<file path="config.mk">
export PLATFORM = sky130hd
export DESIGN_NAME = vsync_field_id
export DESIGN_NICKNAME = d
export VERILOG_FILES = /design/src/rtl/vfid_pkg.sv /design/src/rtl/vfid_sync_chain.sv /design/src/rtl/vfid_edge_detect.sv /design/src/rtl/vfid_line_pos.sv /design/src/rtl/vfid_field_track.sv /design/src/rtl/vsync_field_id.sv
export SDC_FILE = /design/constraint.sdc
export NUM_CORES = 1
export LEC_CHECK = 0
export ABC_CLOCK_PERIOD_IN_PS = 5100
export BUFFER_PORTS_ARGS = -buffer_cell sky130_fd_sc_hd__buf_2
export CAP_MARGIN = 10
export CORE_MARGIN = 2
export CORE_UTILIZATION = 30
export CTS_BUF_LIST = sky130_fd_sc_hd__clkbuf_2 sky130_fd_sc_hd__clkbuf_4 sky130_fd_sc_hd__clkbuf_8
export DETAILED_ROUTE_END_ITERATION = 10
export HOLD_SLACK_MARGIN = 0.03
export SYNTH_ARGS = -nofsm -noshare
export SYNTH_HDL_FRONTEND = slang
export SYNTH_SLANG_ARGS = --single-unit
</file>
<file path="constraint.sdc">
create_clock -name clk -period 5.1 [get_ports clk]
set_input_delay 1.53 -clock clk [delete_from_list [all_inputs] [get_ports clk]]
set_output_delay 1.53 -clock clk [all_outputs]
set_load 0.05 [all_outputs]
</file>
<file path="src/rtl/vfid_pkg.sv">
package vfid_pkg;

  // positions of the raw inputs inside the synchroniser bus
  localparam int IN_HS       = 0;
  localparam int IN_VS       = 1;
  localparam int IN_FI       = 2;
  localparam int NUM_SYNC_IN = 3;

  typedef enum logic {
    SRC_LINE_TIMING = 1'b0,
    SRC_PIN         = 1'b1
  } par_src_e;

  typedef enum logic {
    START_LEAD  = 1'b0,
    START_TRAIL = 1'b1
  } start_edge_e;

endpackage

</file>
<file path="src/rtl/vfid_sync_chain.sv">
module vfid_sync_chain #(
  parameter int WIDTH  = 3,
  parameter int STAGES = 2
) (
  input  logic             clk,
  input  logic             rst_n,
  input  logic [WIDTH-1:0] din,
  output logic [WIDTH-1:0] dout
);

  logic [WIDTH-1:0] stage_q [STAGES];

  for (genvar s = 0; s < STAGES; s++) begin : g_stage
    logic [WIDTH-1:0] stage_d;
    if (s == 0) begin : g_first
      assign stage_d = din;
    end else begin : g_next
      assign stage_d = stage_q[s-1];
    end

    always_ff @(posedge clk or negedge rst_n) begin
      if (!rst_n) begin
        stage_q[s] <= '0;
      end else begin
        stage_q[s] <= stage_d;
      end
    end
  end

  assign dout = stage_q[STAGES-1];

endmodule

</file>
<file path="src/rtl/vfid_edge_detect.sv">
module vfid_edge_detect (
  input  logic clk,
  input  logic rst_n,
  input  logic level_sync,
  input  logic act_high,
  input  logic arm,
  input  logic sel_trail,
  output logic level_norm,
  output logic edge_hit
);

  logic prev_q;
  logic prev_d;
  logic rise;
  logic fall;

  // normalise: output is 1 while the sync is active
  assign level_norm = act_high ? level_sync : ~level_sync;

  assign prev_d = level_norm;
  assign rise   = level_norm & ~prev_q;
  assign fall   = ~level_norm & prev_q;

  always_comb begin
    if (!arm) begin
      edge_hit = 1'b0;
    end else if (sel_trail) begin
      edge_hit = fall;
    end else begin
      edge_hit = rise;
    end
  end

  always_ff @(posedge clk or negedge rst_n) begin
    if (!rst_n) begin
      prev_q <= 1'b0;
    end else begin
      prev_q <= prev_d;
    end
  end

endmodule

</file>
<file path="src/rtl/vfid_line_pos.sv">
module vfid_line_pos #(
  parameter int W = 12
) (
  input  logic         clk,
  input  logic         rst_n,
  input  logic         restart,
  output logic [W-1:0] pos
);

  localparam logic [W-1:0] POS_MAX = '1;

  logic [W-1:0] pos_q;
  logic [W-1:0] pos_d;
  logic         pos_en;

  // saturate so that a long line (or no line yet) never looks near HSYNC
  assign pos_en = restart | (pos_q != POS_MAX);

  always_comb begin
    if (restart) begin
      pos_d = '0;
    end else begin
      pos_d = pos_q + 1'b1;
    end
  end

  always_ff @(posedge clk or negedge rst_n) begin
    if (!rst_n) begin
      pos_q <= POS_MAX;
    end else if (pos_en) begin
      pos_q <= pos_d;
    end
  end

  assign pos = pos_q;

endmodule

</file>
<file path="src/rtl/vfid_field_track.sv">
module vfid_field_track (
  input  logic clk,
  input  logic rst_n,
  input  logic start_evt,
  input  logic odd_in,
  input  logic busy_in,
  input  logic err_clear,
  output logic field_start,
  output logic field_odd,
  output logic vcnt_rst,
  output logic frame_err
);

  logic start_q, start_d;
  logic vrst_q, vrst_d;
  logic odd_q, odd_d;
  logic err_q, err_d;
  logic err_set;

  assign err_set = start_evt & busy_in;

  always_comb begin
    start_d = start_evt;
    vrst_d  = start_evt;
    odd_d   = start_evt ? odd_in : odd_q;
    if (err_set) begin
      err_d = 1'b1;
    end else if (err_clear) begin
      err_d = 1'b0;
    end else begin
      err_d = err_q;
    end
  end

  always_ff @(posedge clk or negedge rst_n) begin
    if (!rst_n) begin
      start_q <= 1'b0;
      vrst_q  <= 1'b0;
      odd_q   <= 1'b0;
      err_q   <= 1'b0;
    end else begin
      start_q <= start_d;
      vrst_q  <= vrst_d;
      odd_q   <= odd_d;
      err_q   <= err_d;
    end
  end

  assign field_start = start_q;
  assign vcnt_rst    = vrst_q;
  assign field_odd   = odd_q;
  assign frame_err   = err_q;

endmodule

</file>
<file path="src/rtl/vsync_field_id.sv">
module vsync_field_id
  import vfid_pkg::*;
#(
  parameter int HCNT_W      = 12,
  parameter int SYNC_STAGES = 2
) (
  input  logic              clk,
  input  logic              rst_n,
  input  logic              hsync_raw,
  input  logic              vsync_raw,
  input  logic              fld_raw,
  input  logic              cfg_hs_act_high,
  input  logic              cfg_vs_act_high,
  input  logic              cfg_fld_odd_high,
  input  logic              cfg_parity_from_pin,
  input  logic              cfg_start_on_trail,
  input  logic              cfg_odd_on_midline,
  input  logic [HCNT_W-1:0] cfg_near_win,
  input  logic              busy_in,
  input  logic              err_clear,
  output logic              hsync_out,
  output logic              vsync_out,
  output logic              field_start,
  output logic              field_odd,
  output logic              vcnt_rst,
  output logic              frame_err
);

  localparam int SETTLE_W = SYNC_STAGES + 1;

  logic [NUM_SYNC_IN-1:0] raw_bus;
  logic [NUM_SYNC_IN-1:0] sync_bus;
  logic [SETTLE_W-1:0]    settle_q;
  logic [SETTLE_W-1:0]    settle_d;
  logic                   arm;
  logic                   hs_lvl, vs_lvl;
  logic                   hs_lead, vs_field_edge;
  logic [HCNT_W-1:0]      line_pos;
  logic                   near_hsync;
  logic                   odd_next;
  par_src_e               par_src;
  start_edge_e            start_edge;
  logic                   hs_out_q, hs_out_d;
  logic                   vs_out_q, vs_out_d;

  assign raw_bus[IN_HS] = hsync_raw;
  assign raw_bus[IN_VS] = vsync_raw;
  assign raw_bus[IN_FI] = fld_raw;

  vfid_sync_chain #(
    .WIDTH (NUM_SYNC_IN),
    .STAGES(SYNC_STAGES)
  ) u_sync (
    .clk  (clk),
    .rst_n(rst_n),
    .din  (raw_bus),
    .dout (sync_bus)
  );

  // edges stay masked until the synchroniser and edge history hold real data
  assign settle_d = {settle_q[SETTLE_W-2:0], 1'b1};
  assign arm      = settle_q[SETTLE_W-1];

  always_ff @(posedge clk or negedge rst_n) begin
    if (!rst_n) begin
      settle_q <= '0;
    end else begin
      settle_q <= settle_d;
    end
  end

  assign start_edge = start_edge_e'(cfg_start_on_trail);
  assign par_src    = par_src_e'(cfg_parity_from_pin);

  vfid_edge_detect u_hs_edge (
    .clk       (clk),
    .rst_n     (rst_n),
    .level_sync(sync_bus[IN_HS]),
    .act_high  (cfg_hs_act_high),
    .arm       (arm),
    .sel_trail (1'b0),
    .level_norm(hs_lvl),
    .edge_hit  (hs_lead)
  );

  vfid_edge_detect u_vs_edge (
    .clk       (clk),
    .rst_n     (rst_n),
    .level_sync(sync_bus[IN_VS]),
    .act_high  (cfg_vs_act_high),
    .arm       (arm),
    .sel_trail (start_edge == START_TRAIL),
    .level_norm(vs_lvl),
    .edge_hit  (vs_field_edge)
  );

  vfid_line_pos #(
    .W(HCNT_W)
  ) u_line_pos (
    .clk    (clk),
    .rst_n  (rst_n),
    .restart(hs_lead),
    .pos    (line_pos)
  );

  // same-cycle HSYNC edge counts as distance 0
  assign near_hsync = hs_lead | (line_pos < cfg_near_win);

  always_comb begin
    if (par_src == SRC_PIN) begin
      odd_next = (sync_bus[IN_FI] == cfg_fld_odd_high);
    end else begin
      odd_next = near_hsync ^ cfg_odd_on_midline;
    end
  end

  vfid_field_track u_track (
    .clk        (clk),
    .rst_n      (rst_n),
    .start_evt  (vs_field_edge),
    .odd_in     (odd_next),
    .busy_in    (busy_in),
    .err_clear  (err_clear),
    .field_start(field_start),
    .field_odd  (field_odd),
    .vcnt_rst   (vcnt_rst),
    .frame_err  (frame_err)
  );

  assign hs_out_d = hs_lvl;
  assign vs_out_d = vs_lvl;

  always_ff @(posedge clk or negedge rst_n) begin
    if (!rst_n) begin
      hs_out_q <= 1'b0;
      vs_out_q <= 1'b0;
    end else begin
      hs_out_q <= hs_out_d;
      vs_out_q <= vs_out_d;
    end
  end

  assign hsync_out = hs_out_q;
  assign vsync_out = vs_out_q;

endmodule

</file>
==> results of run 1 <==
registers in the layout, indices dropped and copies added, names as in the netlist:
name                    cells
u_vs_edge.prev_q            1
u_hs_edge.prev_q            1
u_line_pos.pos             12
u_track.field_start         1
u_sync.dout                 3
u_track.frame_err           1
u_track.field_odd           1
settle_q                    3
u_sync.g_stage.stage_d      3
power by group:
part	switching [uW]	internal (uW)
registers	38.6	250
clock network	63.6	105
logic	87.9	57.6
total	190	413
cells in the mapped netlist (4+ instances only):
library cell and n:
nand2_1 12, nand3_1 4, a21oi_1 6, o21ai_0 4, xnor2_1 5, dfstp_2 12, ha_1 12, dfrtp_1 14
xor2_1 4, mux2i_1 4, inv_1 14, nor2_1 13
cells by family (layout without fill, tap and decap cells):
family,Yosys count,in the layout,synth area share
AOI/OAI and AO/OA,20,20,0.0892
other,1,1,0.00259
adders and majority gates,12,12,0.104
and+or+nand+nor,52,52,0.208
DFF,26,26,0.461
buffers and inverters,16,48,0.0442
xor gates and xnor gates,9,9,0.0545
muxes,5,5,0.0372
metal layers:
layer	up-vias	track usage	share of wire
met5	-	0	0
met4	0	0.0424	0.022
met3	4	0.0123	0.029
met2	17	0.185	0.51
met1	517	0.128	0.44
li1	549	-	-
through the flow:
step / worst slack [ps] / power, uW / utilization / hold WS (ps) / std cells
3_3_place_gp: 2210 / 436 / 0.352 / 332 / 223
2_1_floorplan: 2370 / 390 / - / 331 / 141
4_1_cts: 2460 / 611 / 0.367 / 358 / 227
5_1_grt: 2310 / 642 / 0.367 / 368 / 227
6_report: 2420 / 603 / 0.367 / 356 / 227
3_5_place_dp: 2170 / 440 / 0.352 / 336 / 223
path summary, 6_finish.rpt:
kind / startpoint / end / slack (ps)
max in group asynchronous: rst_n / u_line_pos.pos[8]$_DFFE_PN1P_ / 3490
setup / recovery: cfg_near_win[11] / u_track.field_odd$_DFFE_PN0P_ / 2420
setup reg to reg: u_line_pos.pos[3]$_DFFE_PN1P_ / u_line_pos.pos[5]$_DFFE_PN1P_ / 3320
hold / removal: u_sync.g_stage[1].stage_d[0]$_DFF_PN0_ / u_sync.dout[0]$_DFF_PN0_ / 360
hold reg to reg: u_sync.g_stage[1].stage_d[0]$_DFF_PN0_ / u_sync.dout[0]$_DFF_PN0_ / 360
min in group asynchronous: rst_n / u_track.frame_err$_DFFE_PN0P_ / 1240
critical path, delay by kind of cell:
kind	cells	cell delay, ps
AOI/OAI and AO/OA	1	150
buffers and inverters	2	110
muxes	1	170
adders and majority gates	1	300
and+or+nand+nor	3	580
layout make-up:
cell class,instances,share of cell area
well taps,54,0.0392
multi-input cells,99,0.415
inverters,14,0.0305
flip-flops and latches,26,0.386
clock inverters,1,0.0174
repair buffers,30,0.0871
clock buffers,3,0.0240
cells in the final DEF, fill, tap and decap left out, drive strengths merged, types with 6 or more instances in the layout:
| master | instances |
|---|---|
| buf | 30 |
| inv | 14 |
| dfrtp | 14 |
| nor2 | 13 |
| nand2 | 12 |
| ha | 12 |
| dfstp | 12 |
| a21oi | 6 |
==> metrics, run 1 <==
CP arrival=2840 ps; crit path max fanout=3; synth-to-layout area growth=19.2%; Post-CTS Repair Setup Buffers=0; synth top area cells=dfrtp_1 (24%), dfstp_2 (22%), ha_1 (10%), inv_1 (3.6%), nor2_1 (3.4%); Core Rows=25; final setup fails=0; Total GRT Usage=0.104; Worst Hold Class=reg2reg; min cycle time layout=~2700 ps; post-route ant nets=0; Mapped Avg Cell Area=a little over 10 sq um; sequential share of the synthesized area=0.461; nets=approximately 210; post-CTS resize count=0; Die Footprint=between 5000 and 6000 sq um; Reg clk slew, reported paths=around 90 ps; CTS tree=done; Register Area=about 670 sq um; Setup crit end kind=register; via count=~1,100; fin crit share=0.525; Worst Skew=between 1 and 1.5 ps; Congestion Overflow GR=0; Post-CTS Hold Buffers=0; chip width=around 73 um; Startpoint Class=input pin; outcome=finished clean; FF+latch count, synth=26; DRT Pass-1 Iters=4; CTS sink count=26; first-pass GRT wire length=4480 um; DR vias/cell=approximately 4.8; area leader, netlist=dfrtp_1; DP Area=approximately 1700 sq um; Post-Syn Nets=178; P_leak=approximately 0.00079 uW; Power per Cell Area=about 350 nW/um^2; Synth cell types=between 40 and 50; Initial Utilization=0.308; share of the synthesized area in the top cell type=0.242; Root Driver=clkbuf_8; Initial DRC Count=48; Async SR Flop Fraction=1.00; CP Class=in2reg; worst-case reg-to-reg path depth=5; area of the multi-input gates=around 720 sq um; initial antenna violation count=0; synth warn=0; filler instances=about 470; WL per Instance=11.5 um; Clk Latency, worst-skew pair=between 200 and 300 ps; clk buf depth=2; Max-Cap Viols=0; Max transition margin=0.635; drc violations=0; I/O Buffers=30; RD Place Congestion=approximately 0.73; I/O pin cnt=31; # H-tree levels=1; Max VDD drop=around 0.00013 V; core area=4690 sq um; fmax=approximately 0.37 GHz; final hold violation count=0; Post-Syn Area=~1400 sq um; fin. max-slew vios=0; crit path max-delay cell type=nor3_1; Post-synth EDFFs=0; ys flop type=dfrtp_1; Slew @ Worst Pin=around 550 ps; setup TNS=0 ps; share of post-route cells with drive strength above 1=0.295; cts bufs inserted=3; hold path cells=0; Synth Instances=about 140; design area=1720 sq um; Crit path required time=about 5300 ps; die height=roughly 73 um; RSZ-0062 raised after global routing=no; vias in the first global route=1,071; n_diodes=0; final WL=roughly 2600 um; DPL Wire Length=approximately 2100 um; Worst path max stage delay=approximately 400 ps; critical-path cell list=buf_2 > inv_1 > ha_1 > nand4_1 > nor3_1 > a311oi_1 > mux2i_1 > nand2_1; largest net degree at the start of global routing=27
No activity file was read; power rests on OpenSTA's default activity.
==> run 2: changes to the inputs <==
- ABC_CLOCK_PERIOD_IN_PS: 5100 -> 2800
- clock period: 5.1 -> 2.8 ns (I/O delays scaled with it)
==> metrics, run 2 (synthesis results as in run 1) <==
origin of the worst setup path=cfg_near_win[1]; min cycle time layout=approximately 2000 ps; filler instances=484; # H-tree levels=1; n_diodes=0; RSZ-0062 raised after global routing=no; DRT Pass-1 Iters=4; clk buf depth=2; Largest register FFs=12; FF-to-FF Start=u_line_pos.pos[1]$_DFFE_PN1P_; Total GRT Usage=0.102; design area=between 1500 and 2000 sq um; DPL Wire Length=around 2000 um; DR vias/cell=between 4 and 5; I/O Buffers=30; Crit path required time=2960 ps; post-route ant nets=0; Power per Cell Area=635 nW/um^2; fin. max-slew vios=0; Initial DRC Count=55; outcome=finished clean; hold_sp=settle_q[0]$_DFF_PN0_; most frequent cells in the layout=buf_2 (30), inv_1 (14), dfrtp_1 (14); Die Footprint=about 5400 sq um; fmax=about 0.5 GHz; drc violations=0; Root Driver=clkbuf_8; post-CTS resize count=0; Worst Skew=~3.0 ps; Max-Cap Viols=0; DP Area=1660 sq um; Congestion Overflow GR=0; Buf+Inv Stages, Crit Path=2; Setup crit end kind=register; final WL=approximately 2600 um; vias in the first global route=1,012; CP arrival=2110 ps; Core Rows=25; crit path max-delay cell type=a2111o_1; via count=approximately 1,100; synth-to-layout area growth=19.7%; WL per Instance=about 11 um; cts bufs inserted=3; Reg clk slew, reported paths=approximately 90 ps; Slew @ Worst Pin=around 580 ps; Worst path max stage delay=~380 ps; Startpoint Class=input pin; initial antenna violation count=0; core area=4690 sq um; chip width=between 70 and 80 um; final setup fails=0; CP delay by family, top=compound AO/OA/AOI/OAI gates; CP Class=in2reg; Total Power=around 1100 uW; most common cell after layout, fill and taps aside=buf_2; nets=~210; die height=between 70 and 80 um; CTS tree=done; RD Place Congestion=between 0.7 and 0.8; Max transition margin=0.611; first-pass GRT wire length=about 4400 um; critical-path cell list=buf_2 > inv_1 > ha_1 > a2111o_1 > and3_1 > a211oi_1 > nand2_1; crit path max fanout=2; P_leak=0.000799 uW; largest net degree at the start of global routing=27; CTS sink count=26; Register Area=roughly 670 sq um; Initial Utilization=0.308; final hold violation count=0; area of the multi-input gates=about 700 sq um; share of post-route cells with drive strength above 1=0.299; Max VDD drop=between 0.0002 and 0.00025 V; setup TNS=0 ps; Worst Hold Class=reg2reg; Post-CTS Hold Buffers=0; Clk Latency, worst-skew pair=about 270 ps; I/O pin cnt=31; fin crit share=0.698; Post-CTS Repair Setup Buffers=0
run 2: changes by cell type in the layout (fill, tap and decap cells not counted), sizes merged:
cell,before,now
buf,30,31
run 2: layout make-up:
class,instances,area share
Clock inverter,1,0.0174
Inverter,14,0.0304
Tap cell,54,0.0390
Clock buffer,3,0.0239
Multi-Input combinational cell,99,0.414
Timing Repair Buffer,31,0.0911
Sequential cell,26,0.385
run 2: where the power goes:
| group | switching (uW) | total [uW] | internal (uW) |
|---|---|---|---|
| clock | 118 | 309 | 191 |
| combinational | 161 | 267 | 106 |
| sequential | 66.7 | 522 | 456 |
| total | 345 | 1100 | 753 |
run 2: worst paths after layout:
path	cells past startpoint	to	slack [ps]
min reg2reg	0	settle_q[1]$_DFF_PN0_	360
min in group asynchronous	1	u_track.frame_err$_DFFE_PN0P_	560
max reg2reg	5	u_track.field_odd$_DFFE_PN0P_	1000
max in group asynchronous	1	u_line_pos.pos[9]$_DFFE_PN1P_	1860
min	0	settle_q[1]$_DFF_PN0_	360
max	7	u_track.field_odd$_DFFE_PN0P_	850
run 2: per-layer routing:
metal,wire (um),up-vias,track usage
li1,-,552,-
met1,1210,487,0.135
met2,1250,18,0.168
met3,58,4,0.0137
met4,64,0,0.0444
met5,0,-,0
run 2: stage by stage:
stage,hold WS [ps],util,instances,setup WS (ps)
5_1_grt,365,0.369,228,715
4_1_cts,359,0.369,228,848
3_3_place_gp,333,0.354,224,595
3_5_place_dp,337,0.354,224,567
6_report,356,0.369,228,847
2_1_floorplan,331,-,141,758
==> run 3: changes to the inputs <==
- ABC_CLOCK_PERIOD_IN_PS: 2800 -> 2020
- clock period: 2.8 -> 2.02 ns (I/O delays scaled with it)
==> metrics, run 3 (synthesis results as in run 1) <==
WL per Instance=about 11 um; Largest register FFs=12; fin. max-slew vios=0; clk buf depth=2; Total GRT Usage=0.104; # H-tree levels=1; Reg clk slew, reported paths=~90 ps; Slew @ Worst Pin=around 560 ps; clock power share=0.276; CTS sink count=26; fmax=approximately 0.56 GHz; n_diodes=0; crit path max fanout=5; Total Power=~1500 uW; chip width=73.4 um; sw frac=0.309; Worst Skew=around 3.7 ps; CP Class=reg2reg; DRT Pass-1 Iters=4; setup TNS=0 ps; Crit path required time=2180 ps; synth-to-layout area growth=20.8%; Clk Latency, worst-skew pair=around 260 ps; nets=~210; CTS tree=done; Die Footprint=5390 sq um; most common cell after layout, fill and taps aside=buf_2; CP endpoint=u_track.field_odd$_DFFE_PN0P_; final hold violation count=0; DP Area=between 1500 and 2000 sq um; post-route ant nets=0; Congestion Overflow GR=0; area of the multi-input gates=716 sq um; Initial Utilization=0.308; first-pass GRT wire length=4430 um; core area=between 4000 and 5000 sq um; fin crit share=0.888; Setup WS post-layout=roughly 230 ps; Buf+Inv Stages, Crit Path=0; DPL Wire Length=1980 um; crit path max-delay cell type=dfstp_2; Comb power frac=0.243; Max-Cap Viols=0; I/O Buffers=30; post-CTS resize count=0; worst-case reg-to-reg path depth=5; RD Place Congestion=a little under 0.8; origin of the worst setup path=u_line_pos.pos[1]$_DFFE_PN1P_; stages on the worst setup path=5; switching pwr=~470 uW; R2R setup slack=between 200 and 250 ps; CP delay by family, top=compound AO/OA/AOI/OAI gates; vias in the first global route=between 900 and 1,000; RSZ-0062 raised after global routing=no; outcome=finished clean; Setup crit end kind=register; die height=between 70 and 80 um; Post-CTS Repair Setup Buffers=0; Worst Hold Class=in2async; critical-path cell list=ha_1 > a2111o_1 > and3_1 > a211oi_1 > nand2_1; Core Rows=25; Power per Cell Area=~870 nW/um^2; most frequent cells in the layout=buf_2 (30), inv_1 (14), dfrtp_1 (14); final WL=~2500 um; Max VDD drop=0.000359 V; min cycle time layout=roughly 1800 ps; Register Area=approximately 670 sq um; P_leak=approximately 0.00081 uW; Pint=~1000 uW; R2R Path End=u_track.field_odd$_DFFE_PN0P_; I/O pin cnt=31; share of post-route cells with drive strength above 1=0.307; via count=between 1,000 and 1,500; filler instances=about 490; drc violations=0; Startpoint Class=register; pre-CTS setup slack=~30 ps; cts bufs inserted=3; final setup fails=0; Worst path max stage delay=just under 600 ps; largest net degree at the start of global routing=27; CP arrival=a little under 2000 ps; Initial DRC Count=45; hold slack=approximately 320 ps; design area=between 1500 and 2000 sq um; Root Driver=clkbuf_8; FF-to-FF Start=u_line_pos.pos[1]$_DFFE_PN1P_; DR vias/cell=4.69; initial antenna violation count=0; Max transition margin=0.628; Reg power frac=0.481; Post-CTS Hold Buffers=0
## run 3: power by group through the flow
| stage | registers [uW] | logic, uW | clock network, uW |
|---|---|---|---|
| 5_1_grt | 741 | 432 | 459 |
| 4_1_cts | 727 | 376 | 439 |
| 6_report | 727 | 368 | 418 |
| 3_3_place_gp | 739 | 369 | 0 |
| 2_1_floorplan | 764 | 220 | 0 |
| 3_5_place_dp | 737 | 373 | 0 |
## run 3: worst min path at each step
stage / depth (start not counted) / start / slack (ps) / to
floorplan: 0 / rst_n / 310 / settle_q[0]$_DFF_PN0_
global placement: 0 / settle_q[0]$_DFF_PN0_ / 330 / settle_q[1]$_DFF_PN0_
detailed placement: 0 / settle_q[0]$_DFF_PN0_ / 340 / settle_q[1]$_DFF_PN0_
CTS: 1 / rst_n / 340 / u_track.frame_err$_DFFE_PN0P_
global route: 1 / rst_n / 370 / u_track.frame_err$_DFFE_PN0P_
finish: 1 / rst_n / 320 / u_track.frame_err$_DFFE_PN0P_
## run 3: final cells by class
| class | count | area share |
|---|---|---|
| timing repair buffer | 33 | 0.0989 |
| multi-input combinational | 99 | 0.410 |
| tap | 54 | 0.0387 |
| inverter | 14 | 0.0301 |
| clock inverter | 1 | 0.0172 |
| sequential | 26 | 0.381 |
| clock buffer | 3 | 0.0237 |
## run 3: stage by stage
step	utilization	instances
2_1_floorplan	-	141
3_5_place_dp	0.357	226
6_report	0.372	230
5_1_grt	0.372	230
3_3_place_gp	0.357	226
4_1_cts	0.372	230
## run 3: per-layer routing
metal	track usage	wire length, um	up-vias
li1	-	-	561
met1	0.131	1140	500
met2	0.173	1230	14
met3	0.0261	78	4
met4	0.0384	68	0
met5	0	0	-
